$ cat src/rtl/evt_irq_pkg.sv
package evt_irq_pkg;

  typedef enum logic [1:0] {
    BUS_IDLE   = 2'd0,
    BUS_RD_NUM = 2'd1,
    BUS_CLR_WR = 2'd2,
    BUS_OTHER  = 2'd3
  } bus_cmd_e;

  localparam int unsigned TIMER_EVT_ID   = 2;
  localparam int unsigned GENERAL_EVT_ID = 5;

  localparam logic [11:0] NUM_REG_ADDR = 12'hD00;
  localparam logic [11:0] CLR_REG_ADDR = 12'hD04;

endpackage

$ cat src/rtl/evt_prio_enc.sv
module evt_prio_enc #(
  parameter int unsigned W  = 8,
  parameter int unsigned IW = (W > 1) ? $clog2(W) : 1
) (
  input  logic [W-1:0]  vec,
  output logic          found,
  output logic [IW-1:0] idx
);

  always_comb begin
    found = |vec;
    idx   = '0;
    for (int i = W - 1; i >= 0; i--) begin
      if (vec[i]) idx = IW'(i);
    end
  end

endmodule

$ cat src/rtl/evt_ack_seq.sv
module evt_ack_seq #(
  parameter int unsigned ACK_WRITES = 4,
  localparam int unsigned CNT_W = (ACK_WRITES > 1) ? $clog2(ACK_WRITES) : 1
) (
  input  logic clk,
  input  logic rst_n,
  input  logic clr_wr,
  output logic fire
);

  localparam logic [CNT_W-1:0] LAST = CNT_W'(ACK_WRITES - 1);

  logic [CNT_W-1:0] cnt_q;

  assign fire = clr_wr && (cnt_q == LAST);

  always_ff @(posedge clk) begin
    if (!rst_n) begin
      cnt_q <= '0;
    end else if (clr_wr) begin
      cnt_q <= fire ? '0 : cnt_q + 1'b1;
    end
  end

  // count returns to zero after the completing write
  p_wrap_r5: assert property (@(posedge clk) disable iff (!rst_n)
    fire |=> (cnt_q == '0));

  // the count moves only on clear writes
  p_hold_r11: assert property (@(posedge clk) disable iff (!rst_n)
    !clr_wr |=> $stable(cnt_q));

  // a clear write below the last one advances by one
  p_step_r4: assert property (@(posedge clk) disable iff (!rst_n)
    (clr_wr && !fire) |=> (cnt_q == $past(cnt_q) + 1'b1));

endmodule

$ cat src/rtl/evt_pend_track.sv
module evt_pend_track #(
  parameter int unsigned N = 8
) (
  input  logic         clk,
  input  logic         rst_n,
  input  logic [N-1:0] pulse,
  input  logic         fire,
  output logic [N-1:0] after_clr,
  output logic         irq
);

  logic [N-1:0] pend_q;
  logic [N-1:0] low_hot;
  logic [N-1:0] pend_d;

  assign low_hot = pend_q & (~pend_q + 1'b1);

  for (genvar g = 0; g < N; g++) begin : g_bit
    assign after_clr[g] = pend_q[g] & ~(fire & low_hot[g]);
    assign pend_d[g]    = after_clr[g] | pulse[g];
  end

  always_ff @(posedge clk) begin
    if (!rst_n) pend_q <= '0;
    else        pend_q <= pend_d;
  end

  assign irq = |pend_q;

  // any event raises the interrupt next cycle
  p_irq_rise_r2: assert property (@(posedge clk) disable iff (!rst_n)
    (|pulse) |=> irq);

  // new events survive a same-cycle clear
  p_no_loss_r9: assert property (@(posedge clk) disable iff (!rst_n)
    (|pulse) |=> ((pend_q & $past(pulse)) == $past(pulse)));

  // a completed acknowledge drops exactly one bit
  p_drop_one_r5: assert property (@(posedge clk) disable iff (!rst_n)
    (fire && (|pend_q) && !(|pulse)) |=>
      ($countones(pend_q) == $countones($past(pend_q)) - 1));

  // without events or acknowledge the mask holds
  p_mask_hold_r1: assert property (@(posedge clk) disable iff (!rst_n)
    (!fire && !(|pulse)) |=> $stable(pend_q));

endmodule

$ cat src/rtl/evt_num_reg.sv
module evt_num_reg #(
  parameter int unsigned IW = 3
) (
  input  logic          clk,
  input  logic          rst_n,
  input  logic          fire,
  input  logic          nxt_found,
  input  logic [IW-1:0] nxt_idx,
  input  logic          new_found,
  input  logic [IW-1:0] new_idx,
  output logic [IW-1:0] num_q
);

  logic [IW-1:0] num_clr;
  logic [IW-1:0] num_d;

  always_comb begin
    num_clr = (fire && nxt_found) ? nxt_idx : num_q;
    num_d   = num_clr;
    if (new_found && ((num_clr == '0) || (new_idx < num_clr))) num_d = new_idx;
  end

  always_ff @(posedge clk) begin
    if (!rst_n) num_q <= IW'(1);
    else        num_q <= num_d;
  end

  // a lower (or first) event number is taken
  p_take_low_r3: assert property (@(posedge clk) disable iff (!rst_n)
    (new_found && !fire && ((num_q == '0) || (new_idx < num_q))) |=>
      (num_q == $past(new_idx)));

  // a higher event number leaves the register alone
  p_keep_high_r3: assert property (@(posedge clk) disable iff (!rst_n)
    (!fire && (num_q != '0) && (!new_found || (new_idx >= num_q))) |=>
      $stable(num_q));

  // emptying the mask keeps the last number
  p_keep_empty_r6: assert property (@(posedge clk) disable iff (!rst_n)
    (fire && !nxt_found && !new_found) |=> $stable(num_q));

endmodule

$ cat src/rtl/evt_irq_ctrl.sv
module evt_irq_ctrl
  import evt_irq_pkg::*;
#(
  parameter int unsigned N_EVT      = 8,
  parameter int unsigned ADDR_W     = 12,
  parameter int unsigned DATA_W     = 32,
  parameter int unsigned ACK_WRITES = 4,
  parameter logic [ADDR_W-1:0] NUM_ADDR = ADDR_W'(NUM_REG_ADDR),
  parameter logic [ADDR_W-1:0] CLR_ADDR = ADDR_W'(CLR_REG_ADDR)
) (
  input  logic              clk,
  input  logic              rst_n,
  input  logic [N_EVT-1:0]  evt_pulse,
  input  logic              bus_valid,
  input  logic              bus_we,
  input  logic [ADDR_W-1:0] bus_addr,
  input  logic [DATA_W-1:0] bus_wdata,
  output logic [DATA_W-1:0] bus_rdata,
  output logic              irq_fast
);

  localparam int unsigned IW = (N_EVT > 1) ? $clog2(N_EVT) : 1;

  bus_cmd_e       cmd;
  logic           fire;
  logic [N_EVT-1:0] after_clr;
  logic           nxt_found, new_found;
  logic [IW-1:0]  nxt_idx, new_idx;
  logic [IW-1:0]  num_q;
  logic           unused_wdata;

  assign unused_wdata = ^bus_wdata;

  always_comb begin
    cmd = BUS_IDLE;
    if (bus_valid) begin
      if (bus_we && bus_addr == CLR_ADDR)       cmd = BUS_CLR_WR;
      else if (!bus_we && bus_addr == NUM_ADDR) cmd = BUS_RD_NUM;
      else                                      cmd = BUS_OTHER;
    end
  end

  evt_ack_seq #(.ACK_WRITES(ACK_WRITES)) u_ack (
    .clk(clk), .rst_n(rst_n), .clr_wr(cmd == BUS_CLR_WR), .fire(fire)
  );

  evt_pend_track #(.N(N_EVT)) u_pend (
    .clk(clk), .rst_n(rst_n), .pulse(evt_pulse), .fire(fire),
    .after_clr(after_clr), .irq(irq_fast)
  );

  // every bit left after the clear lies above the cleared one,
  // so the lowest remaining bit is the next one at or above it
  evt_prio_enc #(.W(N_EVT), .IW(IW)) u_enc_next (
    .vec(after_clr), .found(nxt_found), .idx(nxt_idx)
  );

  evt_prio_enc #(.W(N_EVT), .IW(IW)) u_enc_new (
    .vec(evt_pulse), .found(new_found), .idx(new_idx)
  );

  evt_num_reg #(.IW(IW)) u_num (
    .clk(clk), .rst_n(rst_n), .fire(fire),
    .nxt_found(nxt_found), .nxt_idx(nxt_idx),
    .new_found(new_found), .new_idx(new_idx), .num_q(num_q)
  );

  always_ff @(posedge clk) begin
    if (!rst_n) begin
      bus_rdata <= '0;
    end else if (cmd == BUS_RD_NUM) begin
      bus_rdata <= DATA_W'(num_q);
    end else if (bus_valid && !bus_we) begin
      bus_rdata <= '0;
    end
  end

  // a number read returns the register value one cycle later
  p_rd_num_r7: assert property (@(posedge clk) disable iff (!rst_n)
    (cmd == BUS_RD_NUM) |=> (bus_rdata == DATA_W'($past(num_q))));

  // reads of other addresses return zero
  p_rd_other_r8: assert property (@(posedge clk) disable iff (!rst_n)
    (bus_valid && !bus_we && bus_addr != NUM_ADDR) |=> (bus_rdata == '0));

endmodule

$ cat config.mk
export PLATFORM = sky130hd
export DESIGN_NAME = evt_irq_ctrl
export DESIGN_NICKNAME = d
export VERILOG_FILES = /design/src/rtl/evt_irq_pkg.sv /design/src/rtl/evt_prio_enc.sv /design/src/rtl/evt_ack_seq.sv /design/src/rtl/evt_pend_track.sv /design/src/rtl/evt_num_reg.sv /design/src/rtl/evt_irq_ctrl.sv
export SDC_FILE = /design/constraint.sdc
export NUM_CORES = 1
export LEC_CHECK = 0
export BUFFER_PORTS_ARGS = -buffer_cell sky130_fd_sc_hd__buf_2
export CAP_MARGIN = 15
export CORE_MARGIN = 2
export CORE_UTILIZATION = 43
export CTS_BUF_LIST = sky130_fd_sc_hd__clkbuf_8 sky130_fd_sc_hd__clkbuf_16
export DETAILED_ROUTE_END_ITERATION = 8
export PLACE_DENSITY_LB_ADDON = 0.08
export SLEW_MARGIN = 20
export SYNTH_ARGS = -nofsm -noshare
export SYNTH_HDL_FRONTEND = slang
export SYNTH_SLANG_ARGS = --single-unit
$ cat constraint.sdc
create_clock -name clk -period 3.9 [get_ports clk]
set_input_delay 0.585 -clock clk [delete_from_list [all_inputs] [get_ports clk]]
set_output_delay 0.585 -clock clk [all_outputs]
set_load 0.01 [all_outputs]
==> results.txt <==
Clk_skew: 0.00416 ns
Total GRT Usage: 14.9%
Post-synth cell types: 57
Antenna Nets Post-Route: 0
Pwr Density: 290 nW/um^2
Crit end category: register
DR vias: 1,227
Vias per inst: 5.16
Top_reg_cell synth: dfxtp_1
Critical Path Start: u_pend.pend_q[0]
Flops & latches, synth: 16
CP max FO: 8
RePlAce Congestion: 0.840
Root buf cell: clkbuf_8
Chip Width: 61.5 um
CP arrival: 3.38 ns
Period minus WS final: 3.22 ns
Hold path start: bus_rdata[2]
Die area: 3780 um^2
DRC: 0
Final TNS setup: 0 ns
CTS buffer count: 3
Setup violations, final: 0
R2r worst-path depth: 11
Maximum clock frequency: 311 MHz
Fill count: 299
Ys async rst share: 0%
Io pins: 89
Syn. warnings: 0
Drt total wl: 2.67 mm
Starting density of the core: 45.8%
Leakage Power: 0.672 nW
Drt pass-1 iters: 4
CTS resizes: 0
Final max-slew violation count: 0
Flop-to-flop setup slack: 0.68 ns
Max-Cap Viols: 0
FF-to-FF End: u_num.num_q[1]
Hold Path Stages: 2
Status: complete, no violations
Initial antenna violation count: 0
Hold-fix buffers, CTS: 0
VDD IR max: 0.158 mV
Yosys top cell by area: dfxtp_1
Clock transition at path regs: 0.06 ns
Seq. cell area: 320 um^2
Setup bufs post-CTS: 0
CTS H-Tree Depth: 1
WP data required: 4.06 ns
Synth Area per Inst: 8.21 um^2
Grt total ovfl: 0
Placeable Area: 3100 um^2
Wire per inst: 11.2 um
Post-synth EDFFs: 0
Layout area overhead: 3.97%
Hpwl dp: 2.16 mm
Critical path class: reg -> reg
First-pass GRT wire length: 4.29 mm
Mapped Area: 1420 um^2
Seq/Total Area, Yosys: 22.6%
Type of element launching the critical path: register
PortBufs: 27
Share of cells above drive strength 1: 25.3%
Area of the multi-input gates: 877 um^2
Clock Sinks: 16
CTS tree: built
Final hold violation count: 0
Largest net degree at the start of global routing: 16
Final period util: 82.5%
Clock Latency Late Sink: 0.24 ns
Top post-synthesis cells by area: dfxtp_1, buf_4, a21oi_1
Hold Path Class: reg -> reg
Max Root-Sink Buffers: 2
Ant. Diodes: 0
Syn Inst Count: 173
Worst r2r src: u_pend.pend_q[0]
Die Height: 61.5 um
Vias in the first global route: 1,026
Rows: 20
RSZ-0062 raised after global routing: false
Top-area cell type share of the netlist area: 22.6%
Initial DRC count: 38
Hold EP: bus_rdata[2]
Final core occ: 47.6%
Post-layout net count: 254
flip-flops by register name, indices dropped and copies added (netlist names):
signal / cells
bus_rdata: 3
u_ack.cnt_q: 2
u_num.num_q: 3
u_pend.pend_q: 8
cell type report:
| type | count | share of cell area [%] |
|---|---|---|
| clock buffer | 4 | 3.73 |
| multi-input combinational | 138 | 59.4 |
| inverter | 9 | 2.29 |
| sequential | 16 | 21.7 |
| tap | 44 | 3.73 |
| timing repair buffer | 27 | 9.15 |
per-layer routing:
layer / wire [um] / track usage [%]
met5: 0 / 0
met4: 38 / 7.60
met3: 151 / 0.630
met2: 1210 / 24.6
met1: 1270 / 19.8
report_power, final:
group | internal [W] | total [W] | switching [W]
logic | 0.0000412 | 0.000100 | 0.0000589
clock network | 0.0000894 | 0.000142 | 0.0000529
registers | 0.000172 | 0.000185 | 0.0000134
total | 0.000302 | 0.000427 | 0.000125
cells in the mapped netlist, types with 3 or more instances:
library cell  instances
a21oi_1              12
a22oi_1               3
buf_4                30
clkbuf_2              3
dfxtp_1              16
ha_1                  3
inv_1                 9
maj3_1                3
nand2_1               4
nand3_1               4
nor2_1               15
nor2b_1               3
nor4_1                4
o21ai_0               8
or3_1                 3
how the worst max path moves through the flow:
stage | to | cells past startpoint
after floorplan | u_num.num_q[1] | 13
after detailed placement | u_num.num_q[1] | 12
final | u_num.num_q[1] | 11
after CTS | u_num.num_q[1] | 11
after global routing | u_num.num_q[1] | 12
after global placement | u_num.num_q[1] | 12
cell families (layout without fill, tap and decap cells):
group	after synthesis	in the layout	synth area share, %
AND/OR/NAND/NOR	53	53	21.9
AO/OA/AOI/OAI	47	47	25.3
buffers and inverters	47	40	23.1
flip-flops	16	16	22.6
adder cells (fa/ha/maj)	7	7	5.55
multiplexers	2	2	1.41
other	1	29	0.264
layout by cell type (no fill, tap or decap), drive strengths merged, types with 2 or more instances in the layout:
cell type  netlist  routed
o31ai            3       3
nand3            4       4
clkbuf           6       4
a21oi           13      13
nand2            4       4
nor3             2       2
ha               3       3
or2              3       3
mux2i            2       2
inv              9       9
dfxtp           16      16
maj3             4       4
a2111oi          2       2
nor2            15      15
nor2b            3       3
a21o             2       2
or3              7       7
buf             32      27
o21ai            9       9
nand2b           2       2
a21boi           2       2
a221oi           2       2
conb             1      29
a22oi            3       3
nor4             4       4
nand4            2       2
through the flow:
| step | total power, W | cells | worst slack [ns] | instance area [um^2] | hold slack, ns |
|---|---|---|---|---|---|
| global route | 0.000452 | 238 | 0.466 | 1480 | 0.545 |
| CTS | 0.000431 | 238 | 0.716 | 1480 | 0.505 |
| floorplan | 0.000288 | 201 | 0.870 | 1530 | 0.465 |
| finish | 0.000427 | 238 | 0.681 | 1480 | 0.504 |
| global placement | 0.000284 | 234 | 0.546 | 1420 | 0.479 |
| detailed placement | 0.000287 | 234 | 0.524 | 1420 | 0.491 |
critical path, cell delays in order (launching register included):
cell and delay, ns:
dfxtp_1 0.35, or4_4 0.60, or3_4 0.38, maj3_2 0.34, a31o_1 0.25, a21oi_4 0.20, ha_1 0.17, a21o_1 0.13
nor2_1 0.06, a31oi_2 0.29, o21bai_1 0.13, a221oi_2 0.23
(Power assumes the default switching activity.)
